===== src/rtl/aud_tx_pkg.sv =====
package aud_tx_pkg;

  typedef enum logic [1:0] {
    FMT_LJ_SLV  = 2'b00,
    FMT_LJ_MST  = 2'b01,
    FMT_I2S_SLV = 2'b10,
    FMT_I2S_MST = 2'b11
  } fmt_e;

  // One bit-clock falling edge worth of timing information
  typedef struct packed {
    logic fall;
    logic slot_start;
    logic left;
  } slot_ev_t;

endpackage


===== src/rtl/aud_tx_mclk.sv =====
module aud_tx_mclk
  import aud_tx_pkg::*;
#(
  parameter int SLOT_BITS = 64
) (
  input  logic     clk_i,
  input  logic     rst_ni,
  input  logic     en_i,
  input  logic     i2s_i,
  input  logic     tick_i,
  output logic     bclk_o,
  output logic     lrck_o,
  output slot_ev_t ev_o
);
  localparam int CNT_W = $clog2(SLOT_BITS) + 2;

  logic [CNT_W-1:0] cnt_q, cnt_d;

  assign cnt_d = cnt_q + 1'b1;

  // all ones at reset: the first tick falls bclk and opens a left slot
  always_ff @(posedge clk_i or negedge rst_ni) begin
    if (!rst_ni)              cnt_q <= '1;
    else if (en_i && tick_i)  cnt_q <= cnt_d;
  end

  assign ev_o.fall       = en_i & tick_i & cnt_q[0];
  assign ev_o.slot_start = ev_o.fall & (cnt_d[CNT_W-2:0] == '0);
  assign ev_o.left       = ~cnt_d[CNT_W-1];

  assign bclk_o = en_i & cnt_q[0];
  assign lrck_o = en_i & (i2s_i ? cnt_q[CNT_W-1] : ~cnt_q[CNT_W-1]);

  assert_bclk_toggle_R2: assert property (@(posedge clk_i) disable iff (!rst_ni)
    (en_i && tick_i) |=> (bclk_o != $past(bclk_o)));

  assert_bclk_hold_R2: assert property (@(posedge clk_i) disable iff (!rst_ni)
    (en_i && !tick_i) |=> $stable(bclk_o));

  assert_lrck_on_fall_R3: assert property (@(posedge clk_i) disable iff (!rst_ni)
    ($rose(lrck_o) || $fell(lrck_o)) |-> $fell(bclk_o));

endmodule


===== src/rtl/aud_tx_ssync.sv =====
module aud_tx_ssync
  import aud_tx_pkg::*;
#(
  parameter int SYNC_STAGES = 2
) (
  input  logic     clk_i,
  input  logic     rst_ni,
  input  logic     en_i,
  input  logic     i2s_i,
  input  logic     bclk_i,
  input  logic     lrck_i,
  output slot_ev_t ev_o
);
  logic [SYNC_STAGES:0]   bclk_q;
  logic [SYNC_STAGES-1:0] lrck_q;
  logic                   lr_last_q, armed_q;
  logic                   fall, lr;

  always_ff @(posedge clk_i or negedge rst_ni) begin
    if (!rst_ni) begin
      bclk_q <= '0;
      lrck_q <= '0;
    end else begin
      bclk_q <= {bclk_q[SYNC_STAGES-1:0], bclk_i};
      lrck_q <= {lrck_q[SYNC_STAGES-2:0], lrck_i};
    end
  end

  assign fall = en_i & bclk_q[SYNC_STAGES] & ~bclk_q[SYNC_STAGES-1];
  assign lr   = lrck_q[SYNC_STAGES-1];

  // first fall only records the channel level
  always_ff @(posedge clk_i or negedge rst_ni) begin
    if (!rst_ni) begin
      lr_last_q <= 1'b0;
      armed_q   <= 1'b0;
    end else if (fall) begin
      lr_last_q <= lr;
      armed_q   <= 1'b1;
    end
  end

  assign ev_o.fall       = fall;
  assign ev_o.slot_start = fall & armed_q & (lr != lr_last_q);
  assign ev_o.left       = i2s_i ? ~lr : lr;

  assert_slave_idle_R4: assert property (@(posedge clk_i) disable iff (!rst_ni)
    !en_i |-> !ev_o.fall);

endmodule


===== src/rtl/aud_tx_ser.sv =====
module aud_tx_ser
  import aud_tx_pkg::*;
#(
  parameter int SAMPLE_W  = 24,
  parameter int SLOT_BITS = 64
) (
  input  logic                clk_i,
  input  logic                rst_ni,
  input  slot_ev_t            ev_i,
  input  logic                i2s_i,
  input  logic                valid_i,
  output logic                ready_o,
  input  logic [SAMPLE_W-1:0] left_i,
  input  logic [SAMPLE_W-1:0] right_i,
  output logic                sdata_o
);
  localparam int POS_W = $clog2(SLOT_BITS);
  localparam logic [POS_W-1:0] POS_MAX  = POS_W'(SLOT_BITS - 1);
  localparam logic [POS_W:0]   DATA_END = (POS_W+1)'(SAMPLE_W);

  logic [SAMPLE_W-1:0] buf_l_q, buf_r_q, hold_l_q, hold_r_q;
  logic [SAMPLE_W-1:0] src_l, src_r, word, word_sh;
  logic                full_q, take, accept;
  logic [POS_W-1:0]    pos_q, pos_d;
  logic [POS_W:0]      dpos;
  logic                cur_left_q, chan_left, armed_q, armed_d, in_rng, bit_d, sdata_q;

  assign take   = ev_i.fall & ev_i.slot_start & ev_i.left;
  assign accept = valid_i & ~full_q;

  always_ff @(posedge clk_i or negedge rst_ni) begin
    if (!rst_ni) begin
      full_q  <= 1'b0;
      buf_l_q <= '0;
      buf_r_q <= '0;
    end else if (take && full_q) begin
      full_q <= 1'b0;
    end else if (accept) begin
      full_q  <= 1'b1;
      buf_l_q <= left_i;
      buf_r_q <= right_i;
    end
  end

  always_ff @(posedge clk_i or negedge rst_ni) begin
    if (!rst_ni) begin
      hold_l_q <= '0;
      hold_r_q <= '0;
    end else if (take && full_q) begin
      hold_l_q <= buf_l_q;
      hold_r_q <= buf_r_q;
    end
  end

  assign src_l = (take && full_q) ? buf_l_q : hold_l_q;
  assign src_r = (take && full_q) ? buf_r_q : hold_r_q;

  always_comb begin
    if (ev_i.slot_start)       pos_d = '0;
    else if (pos_q == POS_MAX) pos_d = pos_q;
    else                       pos_d = pos_q + 1'b1;
  end

  assign chan_left = ev_i.slot_start ? ev_i.left : cur_left_q;
  assign armed_d   = armed_q | ev_i.slot_start;
  assign dpos      = {1'b0, pos_d} - {{POS_W{1'b0}}, i2s_i};
  assign in_rng    = (!i2s_i || pos_d != '0) && (dpos < DATA_END);
  assign word      = chan_left ? src_l : src_r;
  assign word_sh   = word << dpos;
  assign bit_d     = armed_d & in_rng & word_sh[SAMPLE_W-1];

  always_ff @(posedge clk_i or negedge rst_ni) begin
    if (!rst_ni) begin
      pos_q      <= POS_MAX;
      cur_left_q <= 1'b0;
      armed_q    <= 1'b0;
      sdata_q    <= 1'b0;
    end else if (ev_i.fall) begin
      pos_q      <= pos_d;
      cur_left_q <= chan_left;
      armed_q    <= armed_d;
      sdata_q    <= bit_d;
    end
  end

  assign ready_o = ~full_q;
  assign sdata_o = sdata_q;

  assert_sdata_on_fall_R7: assert property (@(posedge clk_i) disable iff (!rst_ni)
    !ev_i.fall |=> $stable(sdata_o));

  assert_pad_zero_R6: assert property (@(posedge clk_i) disable iff (!rst_ni)
    (ev_i.fall && !ev_i.slot_start && ({1'b0, pos_q} >= DATA_END)) |=> !sdata_o);

  assert_accept_closes_R8: assert property (@(posedge clk_i) disable iff (!rst_ni)
    (valid_i && ready_o) |=> !ready_o);

  assert_take_reopens_R8: assert property (@(posedge clk_i) disable iff (!rst_ni)
    (take && !ready_o) |=> ready_o);

endmodule


===== src/rtl/aud_ser_tx.sv =====
module aud_ser_tx
  import aud_tx_pkg::*;
#(
  parameter int SAMPLE_W    = 24,
  parameter int SLOT_BITS   = 64,
  parameter int SYNC_STAGES = 2
) (
  input  logic                clk_i,
  input  logic                rst_ni,
  input  logic [1:0]          mode_i,
  input  logic                tick_i,
  input  logic                bclk_i,
  input  logic                lrck_i,
  input  logic                valid_i,
  output logic                ready_o,
  input  logic [SAMPLE_W-1:0] left_i,
  input  logic [SAMPLE_W-1:0] right_i,
  output logic                sdata_o,
  output logic                bclk_o,
  output logic                lrck_o
);
  fmt_e     fmt;
  logic     is_master, is_i2s;
  slot_ev_t m_ev, s_ev, ev;

  assign fmt       = fmt_e'(mode_i);
  assign is_master = (fmt == FMT_LJ_MST) || (fmt == FMT_I2S_MST);
  assign is_i2s    = (fmt == FMT_I2S_SLV) || (fmt == FMT_I2S_MST);

  aud_tx_mclk #(.SLOT_BITS(SLOT_BITS)) u_mclk (
    .clk_i  (clk_i),
    .rst_ni (rst_ni),
    .en_i   (is_master),
    .i2s_i  (is_i2s),
    .tick_i (tick_i),
    .bclk_o (bclk_o),
    .lrck_o (lrck_o),
    .ev_o   (m_ev)
  );

  aud_tx_ssync #(.SYNC_STAGES(SYNC_STAGES)) u_ssync (
    .clk_i  (clk_i),
    .rst_ni (rst_ni),
    .en_i   (!is_master),
    .i2s_i  (is_i2s),
    .bclk_i (bclk_i),
    .lrck_i (lrck_i),
    .ev_o   (s_ev)
  );

  assign ev = is_master ? m_ev : s_ev;

  aud_tx_ser #(.SAMPLE_W(SAMPLE_W), .SLOT_BITS(SLOT_BITS)) u_ser (
    .clk_i   (clk_i),
    .rst_ni  (rst_ni),
    .ev_i    (ev),
    .i2s_i   (is_i2s),
    .valid_i (valid_i),
    .ready_o (ready_o),
    .left_i  (left_i),
    .right_i (right_i),
    .sdata_o (sdata_o)
  );

  assert_slave_quiet_R1: assert property (@(posedge clk_i) disable iff (!rst_ni)
    !is_master |-> (!bclk_o && !lrck_o));

endmodule


===== config.mk =====
export PLATFORM = sky130hd
export DESIGN_NAME = aud_ser_tx
export DESIGN_NICKNAME = d
export VERILOG_FILES = /design/src/rtl/aud_tx_pkg.sv /design/src/rtl/aud_tx_mclk.sv /design/src/rtl/aud_tx_ssync.sv /design/src/rtl/aud_tx_ser.sv /design/src/rtl/aud_ser_tx.sv
export SDC_FILE = /design/constraint.sdc
export NUM_CORES = 1
export LEC_CHECK = 0
export BUFFER_PORTS_ARGS = -buffer_cell sky130_fd_sc_hd__buf_2
export CORE_MARGIN = 1
export CORE_UTILIZATION = 59
export DETAILED_ROUTE_END_ITERATION = 7
export PLACE_DENSITY = 0.79
export SYNTH_ARGS = -nofsm -noshare
export SYNTH_HDL_FRONTEND = slang
export SYNTH_SLANG_ARGS = --single-unit
export TNS_END_PERCENT = 1

===== constraint.sdc =====
create_clock -name clk_i -period 4.6 [get_ports clk_i]
set_input_delay 0.92 -clock clk_i [delete_from_list [all_inputs] [get_ports clk_i]]
set_output_delay 0.92 -clock clk_i [all_outputs]
set_load 0.01 [all_outputs]

; Word-level counts from Yosys, hierarchy flattened
; Cells that the tools add are included.
[classes]
add_sub_neg = 3
magnitude_cmp = 1
n_eq_ne = 5
shift = 1
muxes = 11
bitwise = 21
reduce_logical = 12
[op_table]
columns = op, n
row1 = $mux 24, 3
row2 = $shl 24x7->24, 1
row3 = $and 1x1->1, 14
row4 = $mux 6, 2
row5 = $add 8x1->8 const B, 1
row6 = $logic_not 7->1, 1
row7 = $lt 7x5->1 const B, 1
row8 = $sub 6x1->7, 1
row9 = $add 6x1->6 const B, 1
row10 = $eq 6x6->1 const B, 1
row11 = $not 1->1, 6
row12 = $reduce_bool 6->1, 1
row13 = $mux 1, 5
row14 = $eq 2x2->1 const B, 2
row15 = $logic_and 1x1->1, 3
row16 = $logic_or 1x1->1, 3
row17 = $mux 3, 1
row18 = $eq 2x1->1 const B, 1
row19 = $logic_not 1->1, 2
row20 = $reduce_and 2->1, 1
row21 = $reduce_bool 2->1, 1
row22 = $ne 1x1->1, 1
row23 = $or 1x1->1, 1
[totals]
regBits = 121
in_bits = 56
out_inout_bits = 4
word_cells = 68

; Depth between registers and ports, before layout
; Gate-level depths: netlist (run 1).
[depth]
depth_word = 15
depth_mapped = 16
ltp_nobuf = 15

; Hierarchy
; Synthesis (run 1) repeated with hierarchy kept, for this count alone.
[hier_totals]
cells_unflattened = 479
hier_area_um2 = 5637.9
[by_module_without_submodules]
columns = mod, n_inst, cells_per_inst, area_per_inst_um2, seq_area_each_um2
row1 = aud_tx_ser, 1, 421, 4923.5, 2660.1
row2 = aud_tx_mclk, 1, 38, 430.4, 210.2
row3 = aud_tx_ssync, 1, 14, 239.0, 175.2
row4 = aud_ser_tx, 1, 6, 45.0, 0.0

; Worst setup path before layout (run 1)
; Ideal clock, no wire load.
[synth_timing]
path_kind = input to register
start = in mode_i[0]
end = reg u_ser.sdata_q, in the netlist u_ser.sdata_o
setup_ns = 0.104
arrival_time_ns = 3.918
t_required_ns = 4.496
setup_slack_ns = 0.579
stages = 15
n_path_buf = 1
path_cell_list = and2_1 > clkbuf_1 > nand3_1 > a2111oi_2 > nor2_1 > nand2_1 > ha_1 > ha_1 > nand2_1 > mux2_2 > o22ai_1 > inv_1 > a2111oi_0 > nand3_1 > o41ai_2
[synth_via]
elab_chain_len = 15
elab_cells_between_ends = 33
classes_between = 1 x add/sub / 1 x order compare / 3 x eq/ne / 1 x shift / 7 x mux / 12 x bitwise / 8 x reduce/logical
[synth_lines]
columns = element, line_no
row1 = from (decl), aud_ser_tx.sv:10  ; input logic [1:0] mode_i,
row2 = branches (longest 15 deep; another with $sub 6x1->7), n/a
row3 = to (signal assigned), aud_tx_ser.sv:82  ; sdata_q <= bit_d;
row4 = to (decl), aud_tx_ser.sv:26  ; logic cur_left_q, chan_left, armed_q, armed_d, in_rng, bit_d, sdata_q;
; Parallel ways; which one is timed is not known.
; A chain may end at the register's enable or synchronous reset.

; Worst setup path in the final report (run 1)
[layout_timing]
start = reg u_mclk.cnt_q[0]
end = reg u_ser.sdata_q, in the netlist u_ser.sdata_o
[layout_via]
elab_chain_len = 11
elab_cells_between_ends = 23
classes_between = 2 x add/sub / 1 x order compare / 1 x shift / 6 x mux / 8 x bitwise / 5 x reduce/logical
[layout_lines]
columns = element, line_no
row1 = from (decl), aud_tx_mclk.sv:17  ; logic [CNT_W-1:0] cnt_q, cnt_d;
row2 = from (signal assigned), aud_tx_mclk.sv:24  ; else if (en_i && tick_i) cnt_q <= cnt_d;
row3 = $add 8x1->8, aud_tx_mclk.sv:19  ; assign cnt_d = cnt_q + 1'b1;
row4 = $logic_not 7->1, aud_tx_mclk.sv:28  ; assign ev_o.slot_start = ev_o.fall & (cnt_d[CNT_W-2:0] == '0);
row5 = $and 1x1->1, aud_tx_mclk.sv:28
row6 = $mux 3 *, aud_ser_tx.sv:51  ; assign ev = is_master ? m_ev : s_ev;
row7 = branches (longest 7 deep; another with $sub 6x1->7), n/a
; Mark *: on every way between the ends.

==> flow_metrics.env, run 1 <==
export IMPL_drt_total_wl_mm=11.9
export IMPL_grt_pass1_vias=4135
export IMPL_fin_nets=583
export IMPL_ff_latch_area_um2=3050
export IMPL_drc=0
export IMPL_netlist_instances=459
export IMPL_grt_overflow_total=0
export IMPL_first_pass_iters=4
export IMPL_holdWs_ps=356
export IMPL_post_cts_setup_buffers=0
export IMPL_grt_max_degree=73
export IMPL_clock_latency_ps=510
export IMPL_synth_edf_count=0
export IMPL_finalClockSkew_ps=11.2
export IMPL_fillers=675
export IMPL_viasPerCell=5.96
export IMPL_tightestPinTransition_ps=876
export IMPL_multi_input_area_um2=2550
export IMPL_finalCriticalPeriod_ps=4240
export IMPL_htreeDepth=4
export IMPL_cts_sinks=121
export IMPL_path_clk_slew_ps=60
export IMPL_final_setup_worst_slack_ps=358
export IMPL_ys_flop_type="dfrtp_1"
export IMPL_rsz0062_at_grt="false"
export IMPL_ir_worst_vdd_mv=0.401
export IMPL_std_cell_rows=35
export IMPL_grt_usage=0.263
export IMPL_critical_path_class="register to register"
export IMPL_synth_seq_area_share=0.527
export IMPL_core_um2=9370
export IMPL_hold_viol_final=0
export IMPL_first_iter_violations=147
export IMPL_finalSetupViolCount=0
export IMPL_p_leak_uw=0.00298
export IMPL_reg2reg_setup_slack_ps=360
export IMPL_post_route_util=0.718
export IMPL_hpwl_mm=7.99
export IMPL_via_count=3959
export IMPL_status="completed"
export IMPL_p_per_area_nw_per_um2=716
export IMPL_ys_seq_elements=121
export IMPL_ys_warn_count=0
export IMPL_slew_violations=0
export IMPL_finalPower_uw=4820
export IMPL_synthArstFlopShare=1.00
export IMPL_setup_tns_ps=0
export IMPL_fmax_ghz=0.236
export IMPL_dp_slack_ps=229
export IMPL_period_share=0.922
export IMPL_die_w_um=101
export IMPL_required_ps=5000
export IMPL_synth_common_cells="107 x dfrtp_1, 99 x mux2_2, 26 x nor2_1"
export IMPL_ioPinCount=60
export IMPL_cts_buffers=17
export IMPL_startpoint_type="register"
export IMPL_synth_area_leaders="dfrtp_1 46%, mux2_2 19%, dfstp_2 6.4%"
export IMPL_synth_nets=520
export IMPL_hp_class="register to register"
export IMPL_relSlewSlack=0.416
export IMPL_antenna_found_initial=0
export IMPL_drv_cap=0
export IMPL_syn_cell_area_um2=5780
export IMPL_cts_tree="yes"
export IMPL_yosys_area_top_type_share=0.463
export IMPL_drtAntennaViolNets=0
export IMPL_yosysMostFrequentCell="dfrtp_1"
export IMPL_syn_area_per_cell_um2=12.6
export IMPL_worstSetupEndpointType="register"
export IMPL_yosysTopAreaCell="dfrtp_1"
export IMPL_clockBufferDepth=2
export IMPL_start_util=0.617
export IMPL_arrival_ps=4640
export IMPL_synth_cell_type_count=69
export IMPL_die_h_um=101
export IMPL_cts_root_buf="clkbuf_8"
export IMPL_io_buffers=59
export IMPL_drive_above_1_share=0.441
export IMPL_cp_max_fo=10
export IMPL_area_growth_pct=16.5
export IMPL_gp_congestion=0.852
export IMPL_fp_dieArea_um2=10200
export IMPL_grt_pass1_wl_mm=20.1
export IMPL_wl_per_cell_um=17.9
export IMPL_diodes=0
==> timing repair <==
action                                  CTS  global route
endpoints found under the setup margin    0             1
hold buffers                              0             0
resized for setup                         0             1
==> worst max-delay path: stages (launching register included) <==
cell       delay [ps]
dfstp_2           630
ha_1              270
o211ai_1          120
a32oi_1           240
a2111oi_2          90
nor2_1            280
nand2_1           140
ha_1              310
ha_2              490
inv_1             130
nor2_1            340
o221ai_1          250
or2_1             300
a31oi_4           140
a211oi_2           70
o41ai_2           340
==> report_power, final <==
part	internal, uW	switching (uW)	leakage (uW)	total (uW)
Sequential	1580	380	0.00145	1960
Combinational	821	816	0.00126	1640
Clock	747	480	0.000275	1230
==> metrics by stage <==
stage | area (um2) | cells
floorplan | 5780 | 459
global route | 6730 | 664
global placement | 6170 | 632
finish | 6730 | 664
CTS | 6730 | 664
detailed placement | 6170 | 632
==> final timing paths <==
kind	end	cells after the start	startpoint
min	u_ssync.bclk_q[1]$_DFF_PN0_	0	u_ssync.bclk_q[0]$_DFF_PN0_
min reg2reg	u_ssync.bclk_q[1]$_DFF_PN0_	0	u_ssync.bclk_q[0]$_DFF_PN0_
max reg2reg	u_ser.sdata_o$_DFFE_PN0N_	15	u_mclk.cnt_q[0]$_DFFE_PN1N_
max	u_ser.sdata_o$_DFFE_PN0N_	15	u_mclk.cnt_q[0]$_DFFE_PN1N_
min in group asynchronous	u_ser.buf_l_q[22]$_DFFE_PN0P_	1	rst_ni
max in group asynchronous	u_ser.hold_r_q[14]$_DFF_PN0_	2	rst_ni
==> kinds of logic after synthesis <==
family / after synthesis / synth area share
adders and majority gates: 5 / 0.0108
buffers and inverters: 38 / 0.0340
AOI/OAI and AO/OA: 80 / 0.120
xor gates and xnor gates: 14 / 0.0245
DFF: 121 / 0.527
and+or+nand+nor: 100 / 0.0877
muxes: 101 / 0.196
==> sequential cells by signal, indices dropped and copies added (netlist names) <==
register	cells
u_ser.sdata_o	1
u_ssync.lrck_q	2
u_ser.cur_left_q	1
u_ser.buf_l_q	24
u_ser.armed_q	1
u_ser.full_q	1
u_ser.buf_r_q	24
u_ssync.lr_last_q	1
u_ser.hold_r_q	24
u_mclk.cnt_q	8
u_ser.pos_q	6
u_ssync.armed_q	1
u_ssync.bclk_q	3
u_ser.hold_l_q	24
==> area by class of cell <==
| class | count | share of cell area |
|---|---|---|
| clock buffer | 19 | 0.0656 |
| clock inverter | 13 | 0.0175 |
| inverter | 15 | 0.00873 |
| multi-input combinational | 300 | 0.379 |
| sequential | 121 | 0.452 |
| tap | 129 | 0.0240 |
| timing repair buffer | 67 | 0.0531 |
==> routing by layer <==
| metal | routed length (um) | vias up | track usage |
|---|---|---|---|
| met4 | 284 | 0 | 0.124 |
| met1 | 5150 | 1991 | 0.329 |
| met2 | 5830 | 134 | 0.423 |
| met3 | 617 | 24 | 0.0756 |
| met5 | 0 | - | 0 |
| li1 | - | 1810 | - |
==> placed cells by master (no fill, tap or decap), types with 9 or more instances in the layout <==
cell type and count:
dfrtp_1 107, mux2_2 99, buf_2 58, nor2_1 26, nand2_1 24, clkbuf_16 16, inv_1 14, dfstp_2 14
nand3_1 12, o21ai_0 9, o221ai_1 9, buf_4 9
Power figures use the tool's default switching activity.
==> run 2: changes to the inputs <==
Settings changed: SYNTH_HIERARCHICAL from default to 1.
==> flow_metrics.env, run 2 <==
export IMPL_fmax_ghz=0.251
export IMPL_first_pass_iters=5
export IMPL_cts_root_buf="clkbuf_8"
export IMPL_synth_nets=539
export IMPL_tightestPinTransition_ps=690
export IMPL_area_growth_pct=18.8
export IMPL_ioPinCount=60
export IMPL_finalCriticalPeriod_ps=3990
export IMPL_worstSetupEndpointType="register"
export IMPL_ys_seq_elements=121
export IMPL_finalClockSkew_ps=8.06
export IMPL_drive_above_1_share=0.388
export IMPL_std_cell_rows=35
export IMPL_yosys_area_top_type_share=0.475
export IMPL_fin_nets=599
export IMPL_syn_cell_area_um2=5640
export IMPL_cts_buffers=17
export IMPL_synth_cell_type_count=52
export IMPL_synth_edf_count=0
export IMPL_post_cts_setup_buffers=0
export IMPL_critical_path_class="register to register"
export IMPL_drtAntennaViolNets=0
export IMPL_slew_violations=0
export IMPL_cpMaxStageDelayCell="dfstp_2"
export IMPL_finalPower_uw=3770
export IMPL_synth_seq_area_share=0.540
export IMPL_hold_path_cell_count=0
export IMPL_yosysMostFrequentCell="nand2_1"
export IMPL_path_cells="nand3_2, or3_4, a21oi_1, mux2_2, and4_4, buf_4, mux2_2, mux2_2, a22oi_1, nand2_1, and4_4, o32a_1"
export IMPL_synthArstFlopShare=1.00
export IMPL_drv_cap=0
export IMPL_htreeDepth=4
export IMPL_rsz0062_at_grt="false"
export IMPL_final_common_cell="nand2_1"
export IMPL_drc=0
export IMPL_ys_flop_type="dfrtp_1"
export IMPL_viasPerCell=5.58
export IMPL_via_count=3803
export IMPL_yosysTopAreaCell="dfrtp_1"
export IMPL_cts_tree="yes"
export IMPL_start_util=0.610
export IMPL_slowest_delay_ps=590
export IMPL_grt_overflow_total=0
export IMPL_startpoint_type="register"
export IMPL_finalSetupViolCount=0
export IMPL_required_ps=5000
export IMPL_hp_class="register to register"
export IMPL_hpwl_mm=7.62
export IMPL_synth_area_leaders="dfrtp_1 47%, mux2_2 16%, nand2_1 7.5%"
export IMPL_cts_sinks=121
export IMPL_holdBufCountCts=0
export IMPL_hold_viol_final=0
export IMPL_fp_dieArea_um2=9950
export IMPL_use_met1=0.323
export IMPL_cpMostUsedCell="mux2_2"
export IMPL_r2r_start="u_mclk/cnt_q[0]$_DFFE_PN1P_"
export IMPL_cts_resized=0
export IMPL_ys_warn_count=6
export IMPL_ir_worst_vdd_mv=0.340
export IMPL_syn_area_per_cell_um2=11.8
export IMPL_cp_max_fo=25
export IMPL_period_share=0.868
export IMPL_r2r_cells=12
export IMPL_gp_congestion=0.898
export IMPL_clock_latency_ps=520
export IMPL_p_per_area_nw_per_um2=563
export IMPL_diodes=0
export IMPL_layout_common_cells="112 x nand2_1, 107 x dfrtp_1, 78 x mux2_2, 58 x buf_2, 19 x mux2i_1"
export IMPL_top_usage_layer="met2"
export IMPL_grt_max_degree=57
export IMPL_antenna_found_initial=0
export IMPL_wl_per_cell_um=16.9
export IMPL_first_iter_violations=173
export IMPL_netlist_instances=479
export IMPL_clockBufferDepth=2
export IMPL_drt_total_wl_mm=11.5
export IMPL_relSlewSlack=0.540
export IMPL_grt_pass1_vias=3929
export IMPL_path_clk_slew_ps=60
export IMPL_holdWs_ps=361
export IMPL_die_h_um=99.8
export IMPL_grtUsageMet2=0.420
export IMPL_synth_common_cells="112 x nand2_1, 107 x dfrtp_1, 78 x mux2_2"
export IMPL_arrival_ps=4400
export IMPL_p_leak_uw=0.00328
export IMPL_core_um2=9240
export IMPL_worstReg2RegEnd="u_ser/sdata_o$_DFFE_PN0P_"
export IMPL_reg2reg_setup_slack_ps=610
export IMPL_die_w_um=99.8
export IMPL_status="completed"
export IMPL_grt_usage=0.255
export IMPL_hold_path_endpoint="u_ssync/lrck_q[1]$_DFF_PN0_"
export IMPL_hold_start="u_ssync/lrck_q[0]$_DFF_PN0_"
export IMPL_grt_pass1_wl_mm=19.1
export IMPL_io_buffers=59
export IMPL_setup_tns_ps=0
export IMPL_grtUsageMet3=0.0738
[run 2: worst max-delay path by stage]
stage	from	to	slack (ps)	cells past startpoint
6_report	u_mclk/cnt_q[0]$_DFFE_PN1P_	u_ser/sdata_o$_DFFE_PN0P_	610	12
2_1_floorplan	mode_i[0]	u_ser/sdata_o$_DFFE_PN0P_	520	16
3_3_place_gp	mode_i[0]	u_ser/sdata_o$_DFFE_PN0P_	460	15
3_5_place_dp	mode_i[0]	u_ser/sdata_o$_DFFE_PN0P_	340	15
4_1_cts	u_mclk/cnt_q[0]$_DFFE_PN1P_	u_ser/sdata_o$_DFFE_PN0P_	620	12
5_1_grt	u_mclk/cnt_q[0]$_DFFE_PN1P_	u_ser/sdata_o$_DFFE_PN0P_	360	14
[run 2: metal layers]
layer	share of wire	wire [um]
met1	0.43	4930
met2	0.51	5870
met3	0.047	537
met4	0.013	144
met5	0	0
[run 2: worst max-delay path, delay by kind of cell, from the launching register on]
| kind | cells | cell delay (ps) |
|---|---|---|
| mux | 3 | 1020 |
| compound gates | 3 | 650 |
| buf+inv | 1 | 330 |
| simple gates | 5 | 1270 |
| flops | 1 | 590 |
[run 2: cells by family after synthesis]
logic type | count (synthesis) | share of synthesized area
and+or+nand+nor | 162 | 0.129
DFF | 121 | 0.540
muxes | 107 | 0.225
AOI/OAI and AO/OA | 36 | 0.0431
buffers and inverters | 33 | 0.0288
xor gates and xnor gates | 16 | 0.0249
adders and majority gates | 4 | 0.00888
[run 2: power by group]
group          leakage, uW  internal, uW  switching, uW
Clock             0.000319           970            482
Combinational      0.00143           403            449
Sequential         0.00153          1300            163
Total              0.00328          2670           1090
[run 2: area by class of cell]
cell class                 instances  area (um2)
fill                             603        2540
clock buffer                      19         442
sequential                       121        3050
clock inverter                    13         215
inverter                           6        22.5
tap                              129         161
timing repair buffer              68         365
multi-input combinational        325        2450
[run 2: through the flow]
| step | setup WS (ps) | cell area, um2 | utilization | cells |
|---|---|---|---|---|
| 5_1_grt | 362 | 6700 | 0.725 | 681 |
| 2_1_floorplan | 521 | 5640 | - | 479 |
| 4_1_cts | 615 | 6700 | 0.725 | 681 |
| 6_report | 608 | 6700 | 0.725 | 681 |
| 3_3_place_gp | 457 | 6040 | 0.654 | 649 |
| 3_5_place_dp | 337 | 6040 | 0.654 | 649 |
==> run 3: changes to the inputs <==
==> constraint.sdc (replaced) <==
create_clock -name clk_i -period 4.6 [get_ports clk_i]
set_input_delay 0.46 -clock clk_i [delete_from_list [all_inputs] [get_ports clk_i]]
set_output_delay 0.46 -clock clk_i [all_outputs]
set_load 0.01 [all_outputs]
==> flow_metrics.env, run 3 (synthesis results as in run 2) <==
export IMPL_status="completed"
export IMPL_io_buffers=59
export IMPL_drv_cap=0
export IMPL_pwr_share_comb=0.241
export IMPL_post_route_util=0.714
export IMPL_grt_max_degree=89
export IMPL_cp_num_buf_inv=0
export IMPL_startpoint_type="register"
export IMPL_first_iter_violations=257
export IMPL_gp_congestion=0.816
export IMPL_hpwl_mm=7.30
export IMPL_p_leak_uw=0.00322
export IMPL_finalSetupViolCount=0
export IMPL_slew_violations=0
export IMPL_ioPinCount=60
export IMPL_worstReg2RegEnd="u_ser/sdata_o$_DFFE_PN0P_"
export IMPL_clockBufferDepth=2
export IMPL_finalClockSkew_ps=7.52
export IMPL_post_cts_setup_buffers=0
export IMPL_switching_share=0.313
export IMPL_required_ps=5000
export IMPL_cts_resized=0
export IMPL_ff_latch_area_um2=3050
export IMPL_r2r_start="u_mclk/cnt_q[0]$_DFFE_PN1P_"
export IMPL_worstSetupStartpoint="u_mclk/cnt_q[0]$_DFFE_PN1P_"
export IMPL_diodes=0
export IMPL_ir_worst_vdd_mv=0.325
export IMPL_std_cell_rows=35
export IMPL_drt_total_wl_mm=11.3
export IMPL_layout_common_cells="112 x nand2_1, 107 x dfrtp_1, 78 x mux2_2, 58 x buf_2, 19 x mux2i_1"
export IMPL_grt_overflow_total=0
export IMPL_arrival_ps=4660
export IMPL_htreeDepth=4
export IMPL_cp_max_fo=45
export IMPL_hp_class="primary input to register"
export IMPL_reg2reg_setup_slack_ps=340
export IMPL_drive_above_1_share=0.385
export IMPL_die_h_um=99.8
export IMPL_cts_tree="yes"
export IMPL_drc=0
export IMPL_holdWs_ps=54.9
export IMPL_worst_path_stages=11
export IMPL_fin_area_um2=6600
export IMPL_p_clk_frac=0.349
export IMPL_p_per_area_nw_per_um2=543
export IMPL_place_area_um2=6030
export IMPL_first_pass_iters=5
export IMPL_slowest_delay_ps=680
export IMPL_hold_start="lrck_i"
export IMPL_worstSetupEndpointType="register"
export IMPL_finalCriticalPeriod_ps=4260
export IMPL_path_clk_slew_ps=60
export IMPL_power_frac_seq=0.409
export IMPL_start_util=0.610
export IMPL_grt_pass1_wl_mm=18.7
export IMPL_power_switching_uw=1120
export IMPL_tightestPinTransition_ps=1070
export IMPL_holdBufCountCts=0
export IMPL_period_share=0.926
export IMPL_cp_endpoint="u_ser/sdata_o$_DFFE_PN0P_"
export IMPL_finalPower_uw=3580
export IMPL_grt_usage=0.250
export IMPL_fin_nets=597
export IMPL_cpMaxStageDelayCell="and4_4"
export IMPL_fp_dieArea_um2=9950
export IMPL_hold_viol_final=0
export IMPL_cp_top_family="simple AND/OR/NAND/NOR gates"
export IMPL_multi_input_area_um2=2450
export IMPL_viasPerCell=5.63
export IMPL_fillers=642
export IMPL_die_w_um=99.8
export IMPL_cts_root_buf="clkbuf_8"
export IMPL_final_common_cell="nand2_1"
export IMPL_wl_per_cell_um=16.6
export IMPL_rsz0062_at_grt="false"
export IMPL_core_um2=9240
export IMPL_setup_tns_ps=0
export IMPL_grt_pass1_vias=3793
export IMPL_drtAntennaViolNets=0
export IMPL_intPower_uw=2460
export IMPL_path_cells="nand3_2, or3_4, a21oi_1, mux2_2, and4_4, mux2_2, mux4_2, a22oi_1, nand3_1, and4_4, o32a_1"
export IMPL_r2r_cells=11
export IMPL_clock_latency_ps=520
export IMPL_critical_path_class="register to register"
export IMPL_area_growth_pct=17.0
export IMPL_cts_sinks=121
export IMPL_antenna_found_initial=0
export IMPL_via_count=3822
export IMPL_fmax_ghz=0.235
export IMPL_relSlewSlack=0.283
export IMPL_cts_buffers=17
[run 3: worst min path at each step]
| stage | to | cells past startpoint |
|---|---|---|
| 2_1_floorplan | u_ser/armed_q$_DFFE_PN0P_ | 0 |
| 3_3_place_gp | u_ssync/lrck_q[1]$_DFF_PN0_ | 0 |
| 3_5_place_dp | u_ssync/lrck_q[1]$_DFF_PN0_ | 0 |
| 4_1_cts | u_ssync/lrck_q[0]$_DFF_PN0_ | 1 |
| 5_1_grt | u_ssync/lrck_q[0]$_DFF_PN0_ | 1 |
| 6_report | u_ssync/lrck_q[0]$_DFF_PN0_ | 1 |
[run 3: power groups by stage]
| stage | Combinational (uW) | Clock (uW) | Sequential [uW] |
|---|---|---|---|
| finish | 865 | 1250 | 1470 |
| floorplan | 643 | 0 | 1420 |
| CTS | 851 | 1280 | 1460 |
| global placement | 809 | 0 | 1470 |
| detailed placement | 834 | 0 | 1480 |
| global route | 944 | 1320 | 1490 |
[run 3: area by class of cell]
cell class              instances  area share
multi-input cells             325       0.371
clock inverters                12      0.0175
inverters                       6     0.00341
well taps                     129      0.0245
repair buffers                 66      0.0531
flip-flops and latches        121       0.462
clock buffers                  20      0.0690
[run 3: through the flow]
step	worst slack, ps	cells
after floorplan	833	479
after global placement	578	647
after detailed placement	440	647
after CTS	377	679
after global routing	159	679
final	342	679
[run 3: routing by layer]
layer  share of wire  up-vias  GRT usage
li1                -     1770          -
met1            0.43     1891      0.326
met2            0.50      135      0.401
met3           0.050       26     0.0541
met4           0.023        0      0.117
met5               0        -          0
[run 3: worst reg2reg max path: stages, from the launching register on]
cell     delay (ps)
dfstp_2         590
nand3_2         150
or3_4           420
a21oi_1         130
mux2_2          370
and4_4          680
mux2_2          440
mux4_2          460
a22oi_1         250
nand3_1         120
and4_4          220
o32a_1          330
